File: config.mk
export PLATFORM = sky130hd
export DESIGN_NAME = crc_serial_unit
export DESIGN_NICKNAME = d
export VERILOG_FILES = /design/src/rtl/crc_serial_pkg.sv /design/src/rtl/crc_divider.sv /design/src/rtl/crc_holdback.sv /design/src/rtl/crc_serial_unit.sv
export SDC_FILE = /design/constraint.sdc
export NUM_CORES = 1
export LEC_CHECK = 0
export ABC_AREA = 1
export BUFFER_PORTS_ARGS = -buffer_cell sky130_fd_sc_hd__buf_2
export CAP_MARGIN = 20
export CORE_MARGIN = 3
export CORE_UTILIZATION = 56
export DETAILED_ROUTE_END_ITERATION = 6
export GPL_ROUTABILITY_DRIVEN = 0
export PLACE_DENSITY = 0.79
export SLEW_MARGIN = 10
export SYNTH_ARGS = -nofsm -noshare
export SYNTH_HDL_FRONTEND = slang
export SYNTH_SLANG_ARGS = --single-unit
File: constraint.sdc
create_clock -name clk -period 2 [get_ports clk]
set_clock_uncertainty 0.15 [all_clocks]
set_input_delay 0.1 -clock clk [delete_from_list [all_inputs] [get_ports clk]]
set_output_delay 0.1 -clock clk [all_outputs]
set_load 0.005 [all_outputs]
File: src/rtl/crc_serial_pkg.sv
package crc_serial_pkg;

    typedef enum logic [2:0] {
        ST_IDLE,
        ST_TX_MSG,
        ST_TX_CHK,
        ST_RX_FILL,
        ST_RX_PASS
    } crc_state_e;

endpackage

File: src/rtl/crc_divider.sv
// Bit-serial modulo-2 divider. Each step folds one data bit into the
// remainder; the feedback taps follow the generator coefficients.
module crc_divider #(
    parameter int              DEG  = 3,
    parameter logic [DEG:0]    POLY = 4'b1101
) (
    input  logic           clk,
    input  logic           rst_n,
    input  logic           clear,
    input  logic           step,
    input  logic           din,
    output logic [DEG-1:0] rem_q,
    output logic [DEG-1:0] rem_nxt
);

    logic [DEG-1:0] base;
    logic           fb;

    assign base = clear ? '0 : rem_q;
    assign fb   = base[DEG-1] ^ din;

    for (genvar i = 0; i < DEG; i++) begin : g_tap
        if (i == 0) begin : g_lsb
            assign rem_nxt[i] = fb & POLY[0];
        end else begin : g_mid
            assign rem_nxt[i] = base[i-1] ^ (fb & POLY[i]);
        end
    end

    always_ff @(posedge clk or negedge rst_n) begin
        if (!rst_n) begin
            rem_q <= '0;
        end else if (step) begin
            rem_q <= rem_nxt;
        end
    end

    // remainder only moves on an accepted step
    p_hold_idle_r1: assert property (@(posedge clk) disable iff (!rst_n)
        !step |=> $stable(rem_q));

endmodule

File: src/rtl/crc_holdback.sv
// Short delay line that keeps the newest DEPTH frame bits back from the
// output, so trailing check bits are never forwarded.
module crc_holdback #(
    parameter int DEPTH = 3
) (
    input  logic clk,
    input  logic rst_n,
    input  logic clear,
    input  logic shift,
    input  logic din,
    output logic oldest
);

    logic [DEPTH-1:0] dly;

    always_ff @(posedge clk or negedge rst_n) begin
        if (!rst_n) begin
            dly <= '0;
        end else if (shift) begin
            dly <= clear ? {{(DEPTH-1){1'b0}}, din} : {dly[DEPTH-2:0], din};
        end
    end

    assign oldest = dly[DEPTH-1];

    // every shifted bit enters the line
    p_line_entry_r6: assert property (@(posedge clk) disable iff (!rst_n)
        shift |=> (dly[0] == $past(din)));

endmodule

File: src/rtl/crc_serial_unit.sv
module crc_serial_unit
    import crc_serial_pkg::*;
#(
    parameter int           DEG  = 3,
    parameter logic [DEG:0] POLY = 4'b1101
) (
    input  logic clk,
    input  logic rst_n,
    input  logic rx_mode,
    input  logic in_valid,
    output logic in_ready,
    input  logic in_bit,
    input  logic in_sof,
    input  logic in_eof,
    output logic out_valid,
    input  logic out_ready,
    output logic out_bit,
    output logic out_sof,
    output logic out_eof,
    output logic crc_ok,
    output logic crc_err
);

    localparam int             CW   = $clog2(DEG + 1);
    localparam logic [CW-1:0]  LAST = CW'(DEG - 1);

    crc_state_e     state_q, state_d;
    logic [CW-1:0]  cnt_q, cnt_d;
    logic           first_q, first_d;

    logic           adv, acc;
    logic           div_clr, div_step, div_din;
    logic [DEG-1:0] rem_q, rem_nxt;
    logic           hb_clr, hb_shift, hb_oldest;
    logic           ld, ld_bit, ld_sof, ld_eof;
    logic           ok_d, err_d;

    crc_divider #(.DEG(DEG), .POLY(POLY)) u_div (
        .clk     (clk),
        .rst_n   (rst_n),
        .clear   (div_clr),
        .step    (div_step),
        .din     (div_din),
        .rem_q   (rem_q),
        .rem_nxt (rem_nxt)
    );

    crc_holdback #(.DEPTH(DEG)) u_hold (
        .clk    (clk),
        .rst_n  (rst_n),
        .clear  (hb_clr),
        .shift  (hb_shift),
        .din    (in_bit),
        .oldest (hb_oldest)
    );

    // output slot may take a new bit
    assign adv = !out_valid || out_ready;
    assign acc = in_valid && in_ready;

    always_comb begin
        unique case (state_q)
            ST_TX_CHK: in_ready = 1'b0;
            default:   in_ready = adv;
        endcase
    end

    // next state and datapath control
    always_comb begin
        state_d  = state_q;
        cnt_d    = cnt_q;
        first_d  = first_q;
        div_clr  = 1'b0;
        div_step = 1'b0;
        div_din  = in_bit;
        hb_clr   = 1'b0;
        hb_shift = 1'b0;
        ld       = 1'b0;
        ld_bit   = in_bit;
        ld_sof   = 1'b0;
        ld_eof   = 1'b0;
        ok_d     = 1'b0;
        err_d    = 1'b0;
        unique case (state_q)
            ST_IDLE: begin
                if (acc && in_sof) begin
                    div_clr  = 1'b1;
                    div_step = 1'b1;
                    if (rx_mode) begin
                        hb_clr   = 1'b1;
                        hb_shift = 1'b1;
                        cnt_d    = CW'(1);
                        first_d  = 1'b1;
                        if (in_eof) err_d   = 1'b1;
                        else        state_d = ST_RX_FILL;
                    end else begin
                        ld     = 1'b1;
                        ld_sof = 1'b1;
                        if (in_eof) begin
                            state_d = ST_TX_CHK;
                            cnt_d   = '0;
                        end else begin
                            state_d = ST_TX_MSG;
                        end
                    end
                end
            end
            ST_TX_MSG: begin
                if (acc) begin
                    div_step = 1'b1;
                    ld       = 1'b1;
                    if (in_eof) begin
                        state_d = ST_TX_CHK;
                        cnt_d   = '0;
                    end
                end
            end
            ST_TX_CHK: begin
                if (adv) begin
                    div_step = 1'b1;
                    div_din  = rem_q[DEG-1];
                    ld       = 1'b1;
                    ld_bit   = rem_q[DEG-1];
                    cnt_d    = cnt_q + CW'(1);
                    if (cnt_q == LAST) begin
                        ld_eof  = 1'b1;
                        state_d = ST_IDLE;
                    end
                end
            end
            ST_RX_FILL: begin
                if (acc) begin
                    div_step = 1'b1;
                    hb_shift = 1'b1;
                    cnt_d    = cnt_q + CW'(1);
                    if (in_eof) begin
                        err_d   = 1'b1;
                        state_d = ST_IDLE;
                    end else if (cnt_q == LAST) begin
                        state_d = ST_RX_PASS;
                    end
                end
            end
            ST_RX_PASS: begin
                if (acc) begin
                    div_step = 1'b1;
                    hb_shift = 1'b1;
                    ld       = 1'b1;
                    ld_bit   = hb_oldest;
                    ld_sof   = first_q;
                    first_d  = 1'b0;
                    if (in_eof) begin
                        ld_eof  = 1'b1;
                        ok_d    = (rem_nxt == '0);
                        err_d   = (rem_nxt != '0);
                        state_d = ST_IDLE;
                    end
                end
            end
            default: state_d = ST_IDLE;
        endcase
    end

    // state register
    always_ff @(posedge clk or negedge rst_n) begin
        if (!rst_n) begin
            state_q <= ST_IDLE;
            cnt_q   <= '0;
            first_q <= 1'b0;
        end else begin
            state_q <= state_d;
            cnt_q   <= cnt_d;
            first_q <= first_d;
        end
    end

    // registered outputs
    always_ff @(posedge clk or negedge rst_n) begin
        if (!rst_n) begin
            out_valid <= 1'b0;
            out_bit   <= 1'b0;
            out_sof   <= 1'b0;
            out_eof   <= 1'b0;
            crc_ok    <= 1'b0;
            crc_err   <= 1'b0;
        end else begin
            if (adv) begin
                out_valid <= ld;
                out_bit   <= ld_bit;
                out_sof   <= ld_sof;
                out_eof   <= ld_eof;
            end
            crc_ok  <= ok_d;
            crc_err <= err_d;
        end
    end

    // a stalled output bit holds until taken
    p_stall_hold_r9: assert property (@(posedge clk) disable iff (!rst_n)
        (out_valid && !out_ready) |=> (out_valid && $stable(out_bit)
                                       && $stable(out_sof) && $stable(out_eof)));

    // verdicts are exclusive
    p_verdict_excl_r5: assert property (@(posedge clk) disable iff (!rst_n)
        !(crc_ok && crc_err));

    // a verdict only follows an accepted end bit
    p_verdict_after_end_r5: assert property (@(posedge clk) disable iff (!rst_n)
        (crc_ok || crc_err) |-> $past(in_valid && in_ready && in_eof));

    // the good-frame pulse lasts one cycle
    p_ok_single_r5: assert property (@(posedge clk) disable iff (!rst_n)
        crc_ok |=> !crc_ok);

    // once the check bits are out, the sent frame divides evenly
    p_frame_zero_r2: assert property (@(posedge clk) disable iff (!rst_n)
        (state_q == ST_TX_CHK && adv && cnt_q == LAST) |=> (rem_q == '0));

endmodule

==> impl_metrics.py <==
metrics = {
    "outcome": {
        "status": "finished clean",
    },
    "finish": {
        "multi_input_area_um2": 575.6,
        "final_common_cell": "nand2_1",
        "design_area_um2": 1304,
        "drive_above_1_share_pct": 16.67,
        "area_delta_synth_final_pct": 16.82,
        "layout_common_cells": "nand2_1 (49), inv_1 (21), nand3_1 (21), dfrtp_1 (18), buf_2 (14)",
        "nets": 190,
        "seqCellArea_um2": 450.4,
        "antenna_cells": 0,
        "fillCellCount": 148,
        "finish.utilization_pct": 72.36,
    },
    "timing": {
        "fmax_ghz": 0.5603,
        "setup_viol": 0,
        "period_needed_ps": 1785,
        "finalMaxSlewViolations": 0,
        "maxSlewHeadroom_pct": 72.89,
        "min_period_over_period_pct": 89.23,
        "fin_tns_setup_ps": 0,
        "finalHoldViolCount": 0,
        "fin_ws_ps": 215.4,
        "rsz0062_at_grt": "no",
        "tightest_slew_ps": 406.7,
        "holdWs_ps": 27.72,
    },
    "cts": {
        "clock_path_buffers": 2,
        "clk_pin_slew_worst_paths_ps": 100,
        "clock_sinks": 18,
        "root_buffer": "clkbuf_4",
        "cts_buffers": 3,
        "htree_levels": 1,
        "cts_post_setup_buffers_inserted": 0,
        "clk_latency_ps": 300,
        "cts_tree": "done",
    },
    "setup_path": {
        "reg2regPathDepth": 10,
        "end_kind": "register",
        "r2r_start": "state_q[0]$_DFFE_PN0P_",
        "arrival_ps": 1840,
        "required_ps": 2050,
        "start_kind": "register",
        "r2r_setup_slack_ps": 220,
        "crit_fanout": 4,
        "critical_path_class": "reg -> reg",
        "reg2reg_to": "state_q[2]$_DFFE_PN0P_",
    },
    "global_route": {
        "grt_pass1_wl_um": 4422,
        "grt_usage_pct": 22.86,
        "grt_overflow_total": 0,
        "grt_antenna_before_repair": 0,
        "grt_pass1_vias": 1012,
        "grt_max_degree": 19,
    },
    "drt": {
        "drt_pass1_iterations": 6,
        "drc": 0,
        "wl_per_cell_um": 12.08,
        "wl_um": 2477,
        "drt_iter0_drc": 53,
        "num_vias": 1102,
        "antenna_left": 0,
        "viasPerCell": 5.376,
    },
    "power_and_ir_drop": {
        "power.leakage_nw": 0.7342,
        "vdd_drop_max_mv": 0.9745,
        "power_density_nw_per_um2": 1497,
    },
    "min_path": {
        "whs_path_depth": 4,
        "hp-class": "in -> reg",
        "hold_path_end": "out_valid$_DFFE_PN0P_",
        "hold_start": "rx_mode",
    },
    "yosys": {
        "netlist_instances": 157,
        "syn_area_per_cell_um2": 7.109,
        "synth_seq_area_share_pct": 40.36,
        "yosys_warnings": 0,
        "synth_cell_type_count": 23,
        "syn_area_um2": 1116,
        "synth.net_count": 166,
        "ys_ff_latch": 18,
    },
    "place": {
        "dpl-instance-area_um2": 1217,
        "io_buffers": 14,
        "hpwl_um": 1872,
        "post-place-ws_ps": 298.7,
    },
    "floorplan": {
        "start_util_pct": 61.94,
        "die_area_um2": 2564,
        "fp.dieW_um": 50.64,
        "coreArea_um2": 1802,
        "rows": 15,
        "die_h_um": 50.64,
        "num_io_pins": 15,
    },
    "run": {
        "drv_cap": 0,
    },
}
-- worst max path at each step --
stage / from / to / slack, ps / depth (start not counted)
floorplan: out_valid$_DFFE_PN0P_ / state_q[1]$_DFFE_PN0P_ / 490 / 9
global placement: state_q[0]$_DFFE_PN0P_ / state_q[2]$_DFFE_PN0P_ / 300 / 10
detailed placement: state_q[0]$_DFFE_PN0P_ / state_q[2]$_DFFE_PN0P_ / 300 / 10
CTS: state_q[0]$_DFFE_PN0P_ / state_q[2]$_DFFE_PN0P_ / 260 / 10
global route: state_q[1]$_DFFE_PN0P_ / u_hold.dly[2]$_DFFE_PN0P_ / 20 / 7
finish: state_q[0]$_DFFE_PN0P_ / state_q[2]$_DFFE_PN0P_ / 220 / 10
-- critical path, stage by stage (launching register included) --
cell and delay, ps:
dfrtp_1 420, inv_1 160, nor2_1 110, nand2_1 140, nand2_1 90, nand2_1 80
nand2_1 90, nor3b_4 250, nand2_2 90, nand2_1 60, nand2_1 50
-- power breakdown --
part,switching (mW),leakage (nW),internal (mW),total (mW)
combinational,0.701,0.487,0.405,1.11
sequential,0.111,0.226,0.507,0.618
clock,0.118,0.0210,0.111,0.229
-- metal layers --
layer / wire (um) / vias to the layer above / GRT usage [%]
met2: 1080 / 53 / 35.43
met1: 1133 / 489 / 30.65
met3: 201 / 7 / 3.264
li1: - / 553 / -
met5: 0 / - / 0
met4: 61 / 0 / 12.11
-- repair_timing --
action | 4_1_cts | 5_1_grt
gates resized for setup | 0 | 0
hold buffers | 5 | 0
endpoints found under the hold margin | 25 | 0
-- stage by stage --
stage	total power, mW	cells
2_1_floorplan	1.456	157
6_report	1.952	205
3_5_place_dp	1.703	196
4_1_cts	1.951	205
3_3_place_gp	1.672	196
5_1_grt	2.155	205
-- cells by family (layout without fill, tap and decap cells) --
logic type / after synthesis / count (layout) / synth area share, %
simple gates: 93 / 93 / 39.69
buf+inv: 24 / 47 / 8.072
compound gates: 21 / 21 / 10.76
flops: 18 / 18 / 40.36
fa+ha+maj: 1 / 1 / 1.121
-- sequential cells by signal, indices dropped and copies added (netlist names) --
| signal | flops |
|---|---|
| crc_ok | 1 |
| out_sof | 1 |
| out_valid | 1 |
| u_hold.dly | 3 |
| out_bit | 1 |
| cnt_q | 2 |
| u_div.rem_q | 3 |
| state_q | 3 |
| out_eof | 1 |
| crc_err | 1 |
| first_q | 1 |
-- layout make-up --
type / count / share of cell area, %
clock buffer: 4 / 2.783
multi-input combinational: 115 / 44.15
tap: 25 / 2.399
timing repair buffer: 19 / 9.213
inverter: 24 / 6.910
sequential: 18 / 34.55
-- synth_stat cells (all sizes together) --
master,number,area (um^2)
a22oi,1,7.510
o221ai,1,8.760
ha,1,12.51
and3,1,7.510
o21ai,9,45.04
nand4,1,6.260
nand2,52,207.7
o22ai,3,18.77
o21bai,1,7.510
dfrtp,18,450.4
inv,24,90.09
nand3,24,142.6
nor3b,1,18.77
nor2,14,60.06
o211ai,1,7.510
a21oi,5,25.02
Note: power is estimated with default switching activity, not from simulation.
